===== src/rtl/apt_pkg.sv =====
package apt_pkg;

    localparam int unsigned PG_SHIFT   = 12;
    localparam int unsigned VLD_BIT    = 31;
    localparam logic [31:0] KEEP_MASK  = 32'hFFFF_F000;
    localparam logic [31:0] FRAME_MASK = 32'h7FFF_F000;
    localparam logic [31:0] OFF_MASK   = 32'h0000_0FFF;

    typedef enum logic [1:0] {
        SEL_CTRL  = 2'd0,
        SEL_EADDR = 2'd1,
        SEL_EDATA = 2'd2,
        SEL_NONE  = 2'd3
    } reg_sel_e;

    typedef struct packed {
        logic        valid;
        logic        write;
        reg_sel_e    sel;
        logic [31:0] wdata;
    } bus_req_t;

    typedef struct packed {
        logic [31:0] phys;
        logic        fault;
    } xlat_t;

    function automatic reg_sel_e decode_off(input logic [3:0] off);
        case (off)
            4'h0:    return SEL_CTRL;
            4'h4:    return SEL_EADDR;
            4'h8:    return SEL_EDATA;
            default: return SEL_NONE;
        endcase
    endfunction

    function automatic logic in_aperture(input logic [31:0] a,
                                         input logic [31:0] base,
                                         input logic [31:0] pages);
        logic [31:0] d;
        d = a - base;
        return (a >= base) && ((d >> PG_SHIFT) < pages);
    endfunction

    function automatic logic [31:0] page_of(input logic [31:0] a,
                                            input logic [31:0] base);
        return (a - base) >> PG_SHIFT;
    endfunction

endpackage


===== src/rtl/apt_table.sv =====
module apt_table
    import apt_pkg::*;
#(
    parameter int unsigned PAGES = 16,
    parameter int unsigned IDX_W = 4
) (
    input  logic             clk,
    input  logic             rst,
    input  logic             wr_en,
    input  logic [IDX_W-1:0] wr_idx,
    input  logic [31:0]      wr_data,
    input  logic [IDX_W-1:0] rd_idx,
    output logic [31:0]      rd_data,
    input  logic [IDX_W-1:0] lk_idx,
    output logic [31:0]      lk_data
);

    logic [31:0] ent [PAGES];

    for (genvar g = 0; g < PAGES; g++) begin : g_ent
        always_ff @(posedge clk) begin
            if (rst)
                ent[g] <= '0;
            else if (wr_en && wr_idx == IDX_W'(g))
                ent[g] <= wr_data;
        end

        // an entry changes only when the write port selects it
        p_entry_hold_r6: assert property (@(posedge clk) disable iff (rst)
            !(wr_en && wr_idx == IDX_W'(g)) |=> $stable(ent[g]));
    end

    always_comb begin
        rd_data = '0;
        lk_data = '0;
        for (int i = 0; i < PAGES; i++) begin
            if (rd_idx == IDX_W'(i)) rd_data = ent[i];
            if (lk_idx == IDX_W'(i)) lk_data = ent[i];
        end
    end

endmodule


===== src/rtl/apt_regs.sv =====
module apt_regs
    import apt_pkg::*;
#(
    parameter logic [31:0] BASE  = 32'h5800_0000,
    parameter int unsigned PAGES = 16,
    parameter int unsigned IDX_W = 4
) (
    input  logic             clk,
    input  logic             rst,
    input  bus_req_t         req,
    input  logic [31:0]      entry_rd,
    output logic             en,
    output logic             wr_en,
    output logic [IDX_W-1:0] wr_idx,
    output logic [31:0]      wr_data,
    output logic [IDX_W-1:0] rd_idx,
    output logic [31:0]      rdata
);

    logic [31:0] eaddr;
    logic        ehit;

    assign ehit    = in_aperture(eaddr, BASE, 32'(PAGES));
    assign rd_idx  = IDX_W'(page_of(eaddr, BASE));
    assign wr_idx  = rd_idx;
    assign wr_data = req.wdata & KEEP_MASK;
    assign wr_en   = req.valid && req.write && req.sel == SEL_EDATA && ehit;

    always_ff @(posedge clk) begin
        if (rst) begin
            en    <= 1'b0;
            eaddr <= '0;
            rdata <= '0;
        end else begin
            rdata <= '0;
            if (req.valid && !req.write) begin
                case (req.sel)
                    SEL_CTRL:  rdata <= {31'b0, en};
                    SEL_EADDR: rdata <= eaddr;
                    SEL_EDATA: rdata <= ehit ? entry_rd : '0;
                    default:   rdata <= '0;
                endcase
            end
            if (req.valid && req.write) begin
                case (req.sel)
                    SEL_CTRL:  en    <= req.wdata[0];
                    SEL_EADDR: eaddr <= req.wdata;
                    default:   ;
                endcase
            end
        end
    end

    p_ctrl_write_r2: assert property (@(posedge clk) disable iff (rst)
        (req.valid && req.write && req.sel == SEL_CTRL) |=> en == $past(req.wdata[0]));

    p_rdata_idle_r5: assert property (@(posedge clk) disable iff (rst)
        !(req.valid && !req.write) |=> rdata == '0);

    p_eaddr_hold_r3: assert property (@(posedge clk) disable iff (rst)
        !(req.valid && req.write && req.sel == SEL_EADDR) |=> $stable(eaddr));

endmodule


===== src/rtl/apt_lookup.sv =====
module apt_lookup
    import apt_pkg::*;
#(
    parameter logic [31:0] BASE  = 32'h5800_0000,
    parameter int unsigned PAGES = 16,
    parameter int unsigned IDX_W = 4
) (
    input  logic             clk,
    input  logic             rst,
    input  logic             en,
    input  logic [31:0]      look_addr,
    output logic [IDX_W-1:0] lk_idx,
    input  logic [31:0]      lk_data,
    output xlat_t            res
);

    logic hit;

    assign hit    = in_aperture(look_addr, BASE, 32'(PAGES));
    assign lk_idx = IDX_W'(page_of(look_addr, BASE));

    always_comb begin
        if (en && hit && lk_data[VLD_BIT]) begin
            res.phys  = (lk_data & FRAME_MASK) | (look_addr & OFF_MASK);
            res.fault = 1'b0;
        end else begin
            res.phys  = '0;
            res.fault = 1'b1;
        end
    end

    p_disabled_fault_r9: assert property (@(posedge clk) disable iff (rst)
        !en |-> res.fault);

    p_fault_zero_r9: assert property (@(posedge clk) disable iff (rst)
        res.fault |-> res.phys == '0);

    p_invalid_fault_r7: assert property (@(posedge clk) disable iff (rst)
        !lk_data[VLD_BIT] |-> res.fault);

    p_hit_offset_r8: assert property (@(posedge clk) disable iff (rst)
        !res.fault |-> (res.phys[11:0] == look_addr[11:0] && !res.phys[31]));

endmodule


===== src/rtl/apt_remap.sv =====
module apt_remap
    import apt_pkg::*;
#(
    parameter logic [31:0] APER_BASE  = 32'h5800_0000,
    parameter int unsigned APER_PAGES = 16
) (
    input  logic        clk,
    input  logic        rst,
    input  logic        bus_valid,
    input  logic        bus_write,
    input  logic [3:0]  bus_addr,
    input  logic [31:0] bus_wdata,
    output logic [31:0] bus_rdata,
    input  logic [31:0] look_addr,
    output logic [31:0] look_phys,
    output logic        look_fault
);

    localparam int unsigned IDX_W = (APER_PAGES > 1) ? $clog2(APER_PAGES) : 1;

    bus_req_t         req;
    logic             en;
    logic             wr_en;
    logic [IDX_W-1:0] wr_idx;
    logic [31:0]      wr_data;
    logic [IDX_W-1:0] rd_idx;
    logic [31:0]      rd_data;
    logic [IDX_W-1:0] lk_idx;
    logic [31:0]      lk_data;
    xlat_t            res;

    assign req.valid = bus_valid;
    assign req.write = bus_write;
    assign req.sel   = decode_off(bus_addr);
    assign req.wdata = bus_wdata;

    apt_regs #(.BASE(APER_BASE), .PAGES(APER_PAGES), .IDX_W(IDX_W)) u_regs (
        .clk(clk), .rst(rst), .req(req), .entry_rd(rd_data), .en(en),
        .wr_en(wr_en), .wr_idx(wr_idx), .wr_data(wr_data),
        .rd_idx(rd_idx), .rdata(bus_rdata)
    );

    apt_table #(.PAGES(APER_PAGES), .IDX_W(IDX_W)) u_table (
        .clk(clk), .rst(rst), .wr_en(wr_en), .wr_idx(wr_idx), .wr_data(wr_data),
        .rd_idx(rd_idx), .rd_data(rd_data), .lk_idx(lk_idx), .lk_data(lk_data)
    );

    apt_lookup #(.BASE(APER_BASE), .PAGES(APER_PAGES), .IDX_W(IDX_W)) u_look (
        .clk(clk), .rst(rst), .en(en), .look_addr(look_addr),
        .lk_idx(lk_idx), .lk_data(lk_data), .res(res)
    );

    assign look_phys  = res.phys;
    assign look_fault = res.fault;

endmodule


===== config.mk =====
export PLATFORM = sky130hd
export DESIGN_NAME = apt_remap
export DESIGN_NICKNAME = d
export VERILOG_FILES = /design/src/rtl/apt_pkg.sv /design/src/rtl/apt_table.sv /design/src/rtl/apt_regs.sv /design/src/rtl/apt_lookup.sv /design/src/rtl/apt_remap.sv
export SDC_FILE = /design/constraint.sdc
export NUM_CORES = 1
export LEC_CHECK = 0
export BUFFER_PORTS_ARGS = -buffer_cell sky130_fd_sc_hd__clkbuf_2
export CORE_AREA = 2 2 190 192
export DETAILED_ROUTE_END_ITERATION = 7
export DIE_AREA = 0 0 192 194
export PLACE_DENSITY_LB_ADDON = 0.1
export SYNTH_ARGS = -nofsm -noshare
export SYNTH_HDL_FRONTEND = slang
export SYNTH_SLANG_ARGS = --single-unit
export TNS_END_PERCENT = 50

===== constraint.sdc =====
create_clock -name clk -period 5.6 [get_ports clk]
set_input_delay 1.12 -clock clk [delete_from_list [all_inputs] [get_ports clk]]
set_output_delay 1.12 -clock clk [all_outputs]
set_load 0.02 [all_outputs]

==> results.py <==
metrics = {
    "floorplan": {
        "chipHeight_um": 194,
        "start_util_pct": 59.3,
        "die-area_um2": 37200,
        "std_cell_rows": 69,
        "io_pins": 137,
        "die-width_um": 192,
        "core_area_um2": 35200,
    },
    "worst_setup_path": {
        "r2r_end": "u_regs.rdata[24]",
        "rrSetupSlack_ns": 1.72,
        "ff2ff_path_depth": 7,
        "cp_common_cell": "buf_4",
        "worstPathCellList": "clkbuf_2, buf_4, buf_4, nand2b_1, nor2_1, buf_4, nand2_1, o221ai_1, o211ai_1, a31oi_1, clkbuf_2",
        "slowest_delay_ns": 0.38,
        "worstSetupStartpoint": "look_addr[14]",
        "cp-endpoint": "look_phys[13]",
        "slowest_stage": "nor2_1",
        "startpoint_type": "primary input",
        "path_max_fanout": 22,
        "required_ns": 4.48,
        "r2r-start": "u_regs.eaddr[14]",
        "cp.arrival_ns": 3.88,
        "cp-end-kind": "primary output",
        "crit_type": "primary input to primary output",
    },
    "global_routing": {
        "overflow": 0,
        "grt_pass1_wl_um": 128000,
        "grt_pass1_vias": 18100,
        "grt_max_degree": 62,
        "track_usage_pct": 48.7,
        "antenna_found_initial": 6,
    },
    "place": {
        "hpwl_um": 62900,
        "port_buffers": 135,
        "globalplace.congestion": 1.07,
    },
    "synthesis": {
        "post_synth_num_cell_types": 80,
        "synth_most_common_cell": "and2_1",
        "synth_cells": 2034,
        "synth_commonest_cells": "and2_1, edfxtp_1, nand2_1, a21oi_1, clkbuf_1",
        "yosys_warnings": 0,
        "synth-edff-count": 320,
        "ys_seq_elements": 385,
        "syn_nets": 2108,
        "yosysTopAreaCell": "edfxtp_1",
        "postSynthAreaPerCell_um2": 10.3,
        "yosysSeqAreaShare_pct": 52.2,
        "synth_flop_cell": "edfxtp_1",
        "yosys-top-cells-area": "edfxtp_1, and2_1, dfxtp_1",
        "yosys.area.top_type_share_pct": 46.0,
        "synth-async-reset-ratio_pct": 0,
        "syn-cell-area_um2": 20900,
    },
    "final_layout": {
        "nFillCells": 2716,
        "drive_gt1_share_pct": 17.7,
        "layout.nets": 2209,
        "area_growth_pct": 12.5,
        "final_core_util_pct": 66.7,
        "antenna_cells": 0,
    },
    "timing": {
        "fin_skew_ns": 0.0296,
        "relSlewSlack_pct": 12.4,
        "rsz0062_at_grt": "no",
        "fin_setup_tns_ns": 0,
        "max_freq_ghz": 0.200,
        "worstMarginPinSlew_ns": 1.30,
        "post-route-period-util_pct": 89.2,
        "hold_ws_ns": 0.455,
        "hold_viol_final": 0,
        "finalSetupViolations": 0,
        "min_period_ns": 5.00,
        "slew_viol_final": 0,
    },
    "drt": {
        "drc": 0,
        "drt_pass1_iterations": 8,
        "vias": 19100,
        "drtIter0Drc": 3549,
        "antenna_left": 0,
        "routed_wl_um": 90600,
        "viasPerCell": 7.28,
        "wl_per_cell_um": 34.5,
    },
    "clock_network": {
        "cts_buffers": 42,
        "path_clk_slew_ns": 0.06,
        "cts_resized": 0,
        "cts_setup_buffers": 0,
        "cts_htree_levels": 2,
        "cts_root_buf": "clkbuf_16",
        "clk_latency_ns": 0.61,
        "cts_buffer_depth": 3,
        "cts_tree": "done",
        "cts.sinks": 385,
        "cts_hold_buf": 0,
    },
    "pwr": {
        "total_power_mw": 6.38,
        "p_leak_nw": 8.61,
        "ir_drop_v": 0.000287,
        "powerDensity_nw_per_um2": 272,
    },
    "hold_path": {
        "holdCritPathClass": "register to register",
    },
    "job": {
        "cap_violations": 0,
    },
    "run_status": {
        "status": "finished, final reports clean",
    },
}
worst min path at each step:
stage	from	to	slack, ns	depth (start not counted)
after CTS	u_regs.eaddr[1]	u_regs.eaddr[1]	0.45	2
after floorplan	u_regs.eaddr[10]	u_regs.eaddr[10]	0.43	2
after global routing	u_regs.eaddr[8]	u_regs.eaddr[8]	0.48	2
final	u_regs.eaddr[1]	u_regs.eaddr[1]	0.46	2
after detailed placement	u_regs.eaddr[1]	u_regs.eaddr[1]	0.44	2
after global placement	u_regs.eaddr[1]	u_regs.eaddr[1]	0.44	2
worst max-delay path: cells and delay by family:
kind	cells	cell delay (ns)
simple gates	3	0.80
compound gates	3	0.53
buf+inv	5	1.41
sequential cells by signal, indices dropped and copies added, names as in the netlist:
name and cells:
u_regs.en 1, u_table.ent 320, u_regs.eaddr 32, u_regs.rdata 32
through the flow:
stage	area (µm²)	std cells	setup WS, ns
floorplan	20900	2034	1.39
global placement	22300	2552	0.769
detailed placement	22300	2552	0.758
CTS	23500	2629	0.753
global route	23500	2629	0.585
finish	23500	2629	0.605
where the power goes:
part	leakage, nW	switching, mW	internal [mW]
Clock	0.602	1.22	1.38
Sequential	3.81	0.0741	3.18
Combinational	4.19	0.375	0.158
Total	8.61	1.67	4.71
logic make-up (layout without fill, tap and decap cells):
family,count (synthesis),in the layout,share of synthesized area (%)
simple gates,780,780,19.8
compound gates,549,549,16.7
mux,124,124,7.06
buf+inv,193,327,3.97
flops,385,385,52.2
other cells,1,1,0.0180
fa+ha+maj,2,2,0.120
cells in the final DEF, fill, tap and decap left out, types with 30 or more instances in the layout:
master and count:
and2_1 338, edfxtp_1 320, nand2_1 195, a21oi_1 174, clkbuf_2 133, o21ai_0 116
nor2_1 101, buf_4 99, mux2i_1 81, dfxtp_1 61, clkbuf_16 42, o22ai_1 40
nor3_1 30
layer usage:
| layer | track usage [%] | routed length (µm) | vias up |
|---|---|---|---|
| met3 | 15.8 | 13800 | 472 |
| met4 | 31.7 | 7700 | 6 |
| met2 | 70.8 | 38700 | 1930 |
| met5 | 0 | 43 | - |
| met1 | 62.4 | 30400 | 9084 |
| li1 | - | - | 7652 |
cell type report:
| cell class | count | area, µm² | share of cell area, % |
|---|---|---|---|
| Sequential cell | 385 | 10900 | 46.5 |
| Timing Repair Buffer | 236 | 1490 | 6.34 |
| Inverter | 14 | 52.6 | 0.224 |
| Clock inverter | 29 | 155 | 0.660 |
| Tap cell | 461 | 577 | 2.46 |
| Clock buffer | 48 | 1070 | 4.57 |
| Multi-Input combinational cell | 1456 | 9220 | 39.3 |
No activity file was read; power rests on OpenSTA's default activity.
